## src/rtl/divider_pkg.sv

```systemverilog
// Package: shared types for the shift-subtract divider.
// Assumes nothing beyond SystemVerilog 2017.
package divider_pkg;
    typedef enum logic {
        DIV_IDLE = 1'b0,
        DIV_RUN  = 1'b1
    } div_state_t;
endpackage

```

## src/rtl/div_step.sv

```systemverilog
// Module: div_step
// One combinational iteration of restoring division. It shifts the
// double-width partial remainder left by one, decides the quotient bit, and
// subtracts the divisor from the upper half when that bit is 1.
// Assumes on entry that hi < div. The bit carried out of hi then means the
// shifted value exceeds div, so the modulo-2^WIDTH subtraction is exact.
module div_step #(
    parameter int WIDTH = 32
) (
    input  logic [WIDTH-1:0] hi,
    input  logic [WIDTH-1:0] lo,
    input  logic [WIDTH-1:0] div,
    output logic [WIDTH-1:0] hi_next,
    output logic [WIDTH-1:0] lo_next
);
    logic [WIDTH-1:0] shifted;
    logic             carry_out;
    logic             qbit;

    // Form the shifted remainder, pick the quotient bit, subtract when it is set.
    always_comb begin
        carry_out = hi[WIDTH-1];
        shifted   = {hi[WIDTH-2:0], lo[WIDTH-1]};
        qbit      = carry_out | (shifted >= div);
        hi_next   = qbit ? (shifted - div) : shifted;
        lo_next   = {lo[WIDTH-2:0], qbit};
    end
endmodule

```

## src/rtl/div_ctrl.sv

```systemverilog
// Module: div_ctrl
// Sequencer for the divider. It accepts a start only while idle, ends a
// rejected start at once, and otherwise runs WIDTH iterations before
// pulsing done for one cycle.
// Assumes err_cond is valid in the same cycle as start.
module div_ctrl
    import divider_pkg::*;
#(
    parameter int WIDTH = 32
) (
    input  logic clk,
    input  logic rst_n,
    input  logic start,
    input  logic err_cond,
    output logic load,
    output logic step_en,
    output logic busy,
    output logic done,
    output logic error
);
    localparam int CW = $clog2(WIDTH);
    localparam logic [CW-1:0] LAST = CW'(WIDTH - 1);

    div_state_t    state;
    logic [CW-1:0] count;

    // Decode strobes from the current state.
    always_comb begin
        load    = (state == DIV_IDLE) && start;
        step_en = (state == DIV_RUN);
        busy    = (state == DIV_RUN);
    end

    // Advance the state, the iteration count and the result flags.
    always_ff @(posedge clk) begin
        if (!rst_n) begin
            state <= DIV_IDLE;
            count <= '0;
            done  <= 1'b0;
            error <= 1'b0;
        end else begin
            done <= 1'b0;
            case (state)
                DIV_IDLE: begin
                    if (start) begin
                        count <= '0;
                        if (err_cond) begin
                            done  <= 1'b1;
                            error <= 1'b1;
                        end else begin
                            error <= 1'b0;
                            state <= DIV_RUN;
                        end
                    end
                end
                default: begin
                    if (count == LAST) begin
                        state <= DIV_IDLE;
                        done  <= 1'b1;
                    end else begin
                        count <= count + 1'b1;
                    end
                end
            endcase
        end
    end

    assert_done_pulse_R5: assert property (@(posedge clk) disable iff (!rst_n)
        done |=> !done);
    assert_busy_done_excl_R5: assert property (@(posedge clk) disable iff (!rst_n)
        !(busy && done));
    assert_error_no_run_R6: assert property (@(posedge clk) disable iff (!rst_n)
        (load && err_cond) |=> (done && error && !busy));
    assert_run_length_R4: assert property (@(posedge clk) disable iff (!rst_n)
        (busy && count == LAST) |=> done);
endmodule

```

## src/rtl/div_datapath.sv

```systemverilog
// Module: div_datapath
// Holds the upper half, the lower half and the divisor registers. It loads
// them on an accepted start and applies one div_step per enabled cycle. It
// also flags the operand cases whose quotient cannot fit in WIDTH bits.
// Assumes load and step_en are never high together.
module div_datapath #(
    parameter int WIDTH = 32
) (
    input  logic             clk,
    input  logic             rst_n,
    input  logic             load,
    input  logic             step_en,
    input  logic [WIDTH-1:0] hi_in,
    input  logic [WIDTH-1:0] lo_in,
    input  logic [WIDTH-1:0] div_in,
    output logic             err_cond,
    output logic [WIDTH-1:0] hi_q,
    output logic [WIDTH-1:0] lo_q,
    output logic [WIDTH-1:0] div_q
);
    logic [WIDTH-1:0] hi_next;
    logic [WIDTH-1:0] lo_next;

    // Reject a zero divisor or an upper half that already reaches the divisor.
    always_comb err_cond = (div_in == '0) || (hi_in >= div_in);

    div_step #(.WIDTH(WIDTH)) u_step (
        .hi      (hi_q),
        .lo      (lo_q),
        .div     (div_q),
        .hi_next (hi_next),
        .lo_next (lo_next)
    );

    // Load the operands or apply one iteration.
    always_ff @(posedge clk) begin
        if (!rst_n) begin
            hi_q  <= '0;
            lo_q  <= '0;
            div_q <= '0;
        end else if (load) begin
            hi_q  <= hi_in;
            lo_q  <= lo_in;
            div_q <= div_in;
        end else if (step_en) begin
            hi_q <= hi_next;
            lo_q <= lo_next;
        end
    end

    assert_partial_below_div_R10: assert property (@(posedge clk) disable iff (!rst_n)
        step_en |=> (hi_q < div_q));
    assert_div_held_R8: assert property (@(posedge clk) disable iff (!rst_n)
        step_en |=> $stable(div_q));
endmodule

```

## src/rtl/shift_sub_divider.sv

```systemverilog
// Module: shift_sub_divider
// Top of the sequential unsigned divider. It divides the dividend
// {dividend_hi, dividend_lo} by divisor in WIDTH cycles. The remainder ends
// in the upper half register and the quotient in the lower half register.
// Assumes WIDTH >= 2 and that operands are valid in the cycle start is high.
module shift_sub_divider #(
    parameter int WIDTH = 32
) (
    input  logic             clk,
    input  logic             rst_n,
    input  logic             start,
    input  logic [WIDTH-1:0] dividend_hi,
    input  logic [WIDTH-1:0] dividend_lo,
    input  logic [WIDTH-1:0] divisor,
    output logic             busy,
    output logic             done,
    output logic             error,
    output logic [WIDTH-1:0] quotient,
    output logic [WIDTH-1:0] remainder
);
    logic             load;
    logic             step_en;
    logic             err_cond;
    logic [WIDTH-1:0] hi_q;
    logic [WIDTH-1:0] lo_q;
    logic [WIDTH-1:0] div_q;

    div_ctrl #(.WIDTH(WIDTH)) u_ctrl (
        .clk      (clk),
        .rst_n    (rst_n),
        .start    (start),
        .err_cond (err_cond),
        .load     (load),
        .step_en  (step_en),
        .busy     (busy),
        .done     (done),
        .error    (error)
    );

    div_datapath #(.WIDTH(WIDTH)) u_dp (
        .clk      (clk),
        .rst_n    (rst_n),
        .load     (load),
        .step_en  (step_en),
        .hi_in    (dividend_hi),
        .lo_in    (dividend_lo),
        .div_in   (divisor),
        .err_cond (err_cond),
        .hi_q     (hi_q),
        .lo_q     (lo_q),
        .div_q    (div_q)
    );

    // Expose the result registers.
    always_comb begin
        quotient  = lo_q;
        remainder = hi_q;
    end

    assert_rem_below_div_R3: assert property (@(posedge clk) disable iff (!rst_n)
        (done && !error) |-> (remainder < div_q));
    assert_start_ignored_R8: assert property (@(posedge clk) disable iff (!rst_n)
        (busy && start) |=> (busy || done));
endmodule

```

## config.mk

```make
export PLATFORM = sky130hd
export DESIGN_NAME = shift_sub_divider
export DESIGN_NICKNAME = d
export VERILOG_FILES = /design/src/rtl/divider_pkg.sv /design/src/rtl/div_step.sv /design/src/rtl/div_ctrl.sv /design/src/rtl/div_datapath.sv /design/src/rtl/shift_sub_divider.sv
export SDC_FILE = /design/constraint.sdc
export NUM_CORES = 1
export LEC_CHECK = 0
export ABC_CLOCK_PERIOD_IN_PS = 7600
export BUFFER_PORTS_ARGS = -buffer_cell sky130_fd_sc_hd__clkbuf_2
export CAP_MARGIN = 20
export CORE_UTILIZATION = 50
export CTS_CLUSTER_DIAMETER = 50
export CTS_CLUSTER_SIZE = 16
export DETAILED_ROUTE_END_ITERATION = 8
export PLACE_DENSITY = 0.79
export SKIP_LAST_GASP = 1
export SLEW_MARGIN = 40
export SYNTH_ARGS = -nofsm -noshare
export SYNTH_HDL_FRONTEND = slang
export SYNTH_SLANG_ARGS = --single-unit
```

## constraint.sdc

```tcl
create_clock -name clk -period 7.6 [get_ports clk]
set_input_delay 0.38 -clock clk [delete_from_list [all_inputs] [get_ports clk]]
set_output_delay 0.38 -clock clk [all_outputs]
set_load 0.02 [all_outputs]
```

==> impl_metrics.ini <==
[worst_setup_path]
timing.critical_path.required_ns = 7.87
depth_of_the_most_critical_reg_to_reg_path = 12
cp_capture_type = flip-flop
setup.worst_path.class = reg2reg
crit_fanout = 41
arrival_ns = 3.72
cp-startpoint = u_dp.lo_q[31]
critPathLaunchType = flip-flop
worst_r2r_startpoint = u_dp.lo_q[31]

[sta]
maxSlewViolCount = 0
slew_headroom_pct = 48.0
finalCritPeriodShare_pct = 45.3
final_period_minus_worst_setup_slack_ns = 3.45
maxClockFrequency_mhz = 290
finalHoldViolCount = 0
rsz0062_at_grt = no
tightestPinTransition_ns = 0.776
setup_violations = 0
finClkSkew_ns = 0.0116
summed_negative_setup_slack_over_all_endpoints_ns = 0

[synth]
synth_top_cells_by_count = sky130_fd_sc_hd__a21oi_1, sky130_fd_sc_hd__nor2_1, sky130_fd_sc_hd__dfxtp_1
synth_cell_type_count = 58
ys_async_sr_fraction_pct = 0
synth-seq-cells = 104
synthesis.instances = 955
synth_warnings = 0
netlist_area_sq_um = 7290
synth_sequential_area_ratio_pct = 28.6
synth_enable_flop_cells = 0
synth_most_common_cell = sky130_fd_sc_hd__a21oi_1
yosysTopAreaCellShare_pct = 28.6
ys_dominant_reg_cell = sky130_fd_sc_hd__dfxtp_1
post_synth.cell_area_avg_sq_um = 7.63
syn_nets = 1121
synth_largest_area_cell = sky130_fd_sc_hd__dfxtp_1
post_synth_main_area_contributors = sky130_fd_sc_hd__dfxtp_1, sky130_fd_sc_hd__ha_1, sky130_fd_sc_hd__a21oi_1, sky130_fd_sc_hd__mux2i_1, sky130_fd_sc_hd__nor2_1

[cts]
clock_insertion_delay_worst_skew_ns = 0.36
clock_tree_from_tritoncts = built
clockBufferDepth = 2
hold_buffers = 0
cts.clk_slew.worst_paths_ns = 0.08
postCtsResizedCells = 0
post_cts_setup_repair_buffer_count = 0
clock_tree.htree_level_count = 3
cts-root-buf = sky130_fd_sc_hd__clkbuf_16
cts_sink_count = 104
cts_made_buffers = 9

[grt]
top_usage_layer = met2
grt_antenna_before_repair = 0
number_of_global_route_vias_before_repair = 6584
grt_util_all_layers_pct = 26.8
grtUsageMet2_pct = 43.2
global_route.usage.met1_pct = 36.8
first_pass_grt_wire_length_um = 32100
pin_count_of_the_biggest_net_entering_global_routing = 75
grt_overflow_total = 0
gr-usage-met3_pct = 4.51

[drt]
route.detailed.drc = 0
drt_iter0_markers = 504
routed-via-count = 7163
postRouteAntennaNets = 0
routed_via_density = 5.62
wirelength_um = 19800
route.detailed.wl_per_inst_um = 15.5
drt_pass1_iterations = 5

[placed_design]
place.detailed.hpwl_um = 15000
port_buffers = 165
place.gp.congestion = 0.953

[power]
report.power.total_mw = 2.07
peak_supply_drop_mv = 0.115
power-per-cell-area_nw_per_um2 = 245
leakagePower_nw = 4.08

[layout]
area_growth_syn_to_layout_pct = 16.4
antennaDiodeCount = 0
final_core_utilization_pct = 60.4
drive_above_1_share_pct = 19.3
nets = 1255

[floorplan]
area_of_the_die_sq_um = 15100
fp.coreArea_sq_um = 14000
num_rows = 43
fp.dieH_um = 123
boundaryPins = 166
die_width_um = 123
floorplan.initialDensity_pct = 51.9

[run]
max_cap_viol_count = 0

[hold_path]
worstHoldPathCells = 3
holdCritPathClass = in2reg
hold_path.startpoint = divisor[28]

[run_status]
outcome = finished clean
## power by group
group	switching (mW)	leakage [nW]	internal [mW]	total (mW)
clock	0.231	0.138	0.231	0.462
sequential	0.0563	0.858	0.597	0.654
combinational	0.590	3.08	0.369	0.959
total	0.878	4.08	1.20	2.07
## sequential cells by signal (all words and copies together) (netlist names)
name          cells
u_dp.lo_q        32
u_dp.div_q       32
u_ctrl.count      5
u_ctrl.busy       1
u_ctrl.error      1
u_dp.hi_q        32
u_ctrl.done       1
## logic make-up after synthesis
kind of cell / share of synthesized area, %
flip-flops: 28.6
AO/OA/AOI/OAI: 23.1
adder cells (fa/ha/maj): 11.6
AND/OR/NAND/NOR: 18.1
XOR/XNOR: 3.24
multiplexers: 8.86
buffers and inverters: 6.52
## critical path: stages, from the launching register on
cell	delay, ns
sky130_fd_sc_hd__dfxtp_1	0.35
sky130_fd_sc_hd__inv_1	0.07
sky130_fd_sc_hd__ha_1	0.22
sky130_fd_sc_hd__fa_1	0.40
sky130_fd_sc_hd__nand2b_1	0.19
sky130_fd_sc_hd__a211oi_2	0.24
sky130_fd_sc_hd__o41a_1	0.22
sky130_fd_sc_hd__nor2_1	0.07
sky130_fd_sc_hd__o2111ai_2	0.30
sky130_fd_sc_hd__nand2_4	0.34
sky130_fd_sc_hd__inv_2	0.33
sky130_fd_sc_hd__nand3_1	0.32
sky130_fd_sc_hd__o21ai_0	0.31
## layout make-up
class | count | area [sq um]
fill | 1317 | 5560
multi-input combinational | 729 | 4740
sequential | 104 | 2090
timing repair buffer | 170 | 866
inverter | 75 | 282
clock buffer | 10 | 229
tap | 180 | 225
clock inverter | 6 | 56.3
## worst paths after layout
| path | end | slack (ns) |
|---|---|---|
| setup / recovery | u_dp.hi_q[14] | 4.15 |
| hold / removal | u_dp.div_q[28] | 0.26 |
| setup reg to reg | u_dp.hi_q[14] | 4.15 |
| hold reg to reg | u_dp.div_q[2] | 0.46 |
## layout by cell type, fill, tap and decap left out, types with 5 or more instances in the layout
master                      count
sky130_fd_sc_hd__inv_1         72
sky130_fd_sc_hd__xnor2_1       11
sky130_fd_sc_hd__dfxtp_1      103
sky130_fd_sc_hd__nand3_1        8
sky130_fd_sc_hd__nand2_1       99
sky130_fd_sc_hd__mux2i_1       51
sky130_fd_sc_hd__o21bai_1       8
sky130_fd_sc_hd__o221ai_1       5
sky130_fd_sc_hd__o21ai_0       37
sky130_fd_sc_hd__nor2_1       116
sky130_fd_sc_hd__a211oi_1      29
sky130_fd_sc_hd__o21ai_1        5
sky130_fd_sc_hd__a21o_1        24
sky130_fd_sc_hd__nor4_1         9
sky130_fd_sc_hd__xor2_1        16
sky130_fd_sc_hd__buf_4          6
sky130_fd_sc_hd__a21oi_1      130
sky130_fd_sc_hd__nand2b_1       8
sky130_fd_sc_hd__clkbuf_2     164
sky130_fd_sc_hd__mux2_2        12
sky130_fd_sc_hd__clkbuf_16      9
sky130_fd_sc_hd__nand4_1       23
sky130_fd_sc_hd__ha_1          66
sky130_fd_sc_hd__nor3_1         6
sky130_fd_sc_hd__nor2b_1       16
sky130_fd_sc_hd__a31oi_1        7
## per-layer routing
metal | vias to the layer above | wire, um
met4 | 0 | 220
li1 | 3619 | -
met1 | 3286 | 9270
met2 | 240 | 8940
met5 | - | 0
met3 | 18 | 1380
## metrics by stage
stage	worst slack (ns)	std cells	area (sq um)	hold WS, ns
final	4.15	1274	8480	0.265
after floorplan	4.86	955	7290	0.436
after detailed placement	3.91	1258	8190	0.447
after global placement	4.07	1258	8190	0.443
after global routing	3.93	1274	8480	0.280
after CTS	3.89	1274	8480	0.263
Note: power is estimated with default switching activity, not from simulation.
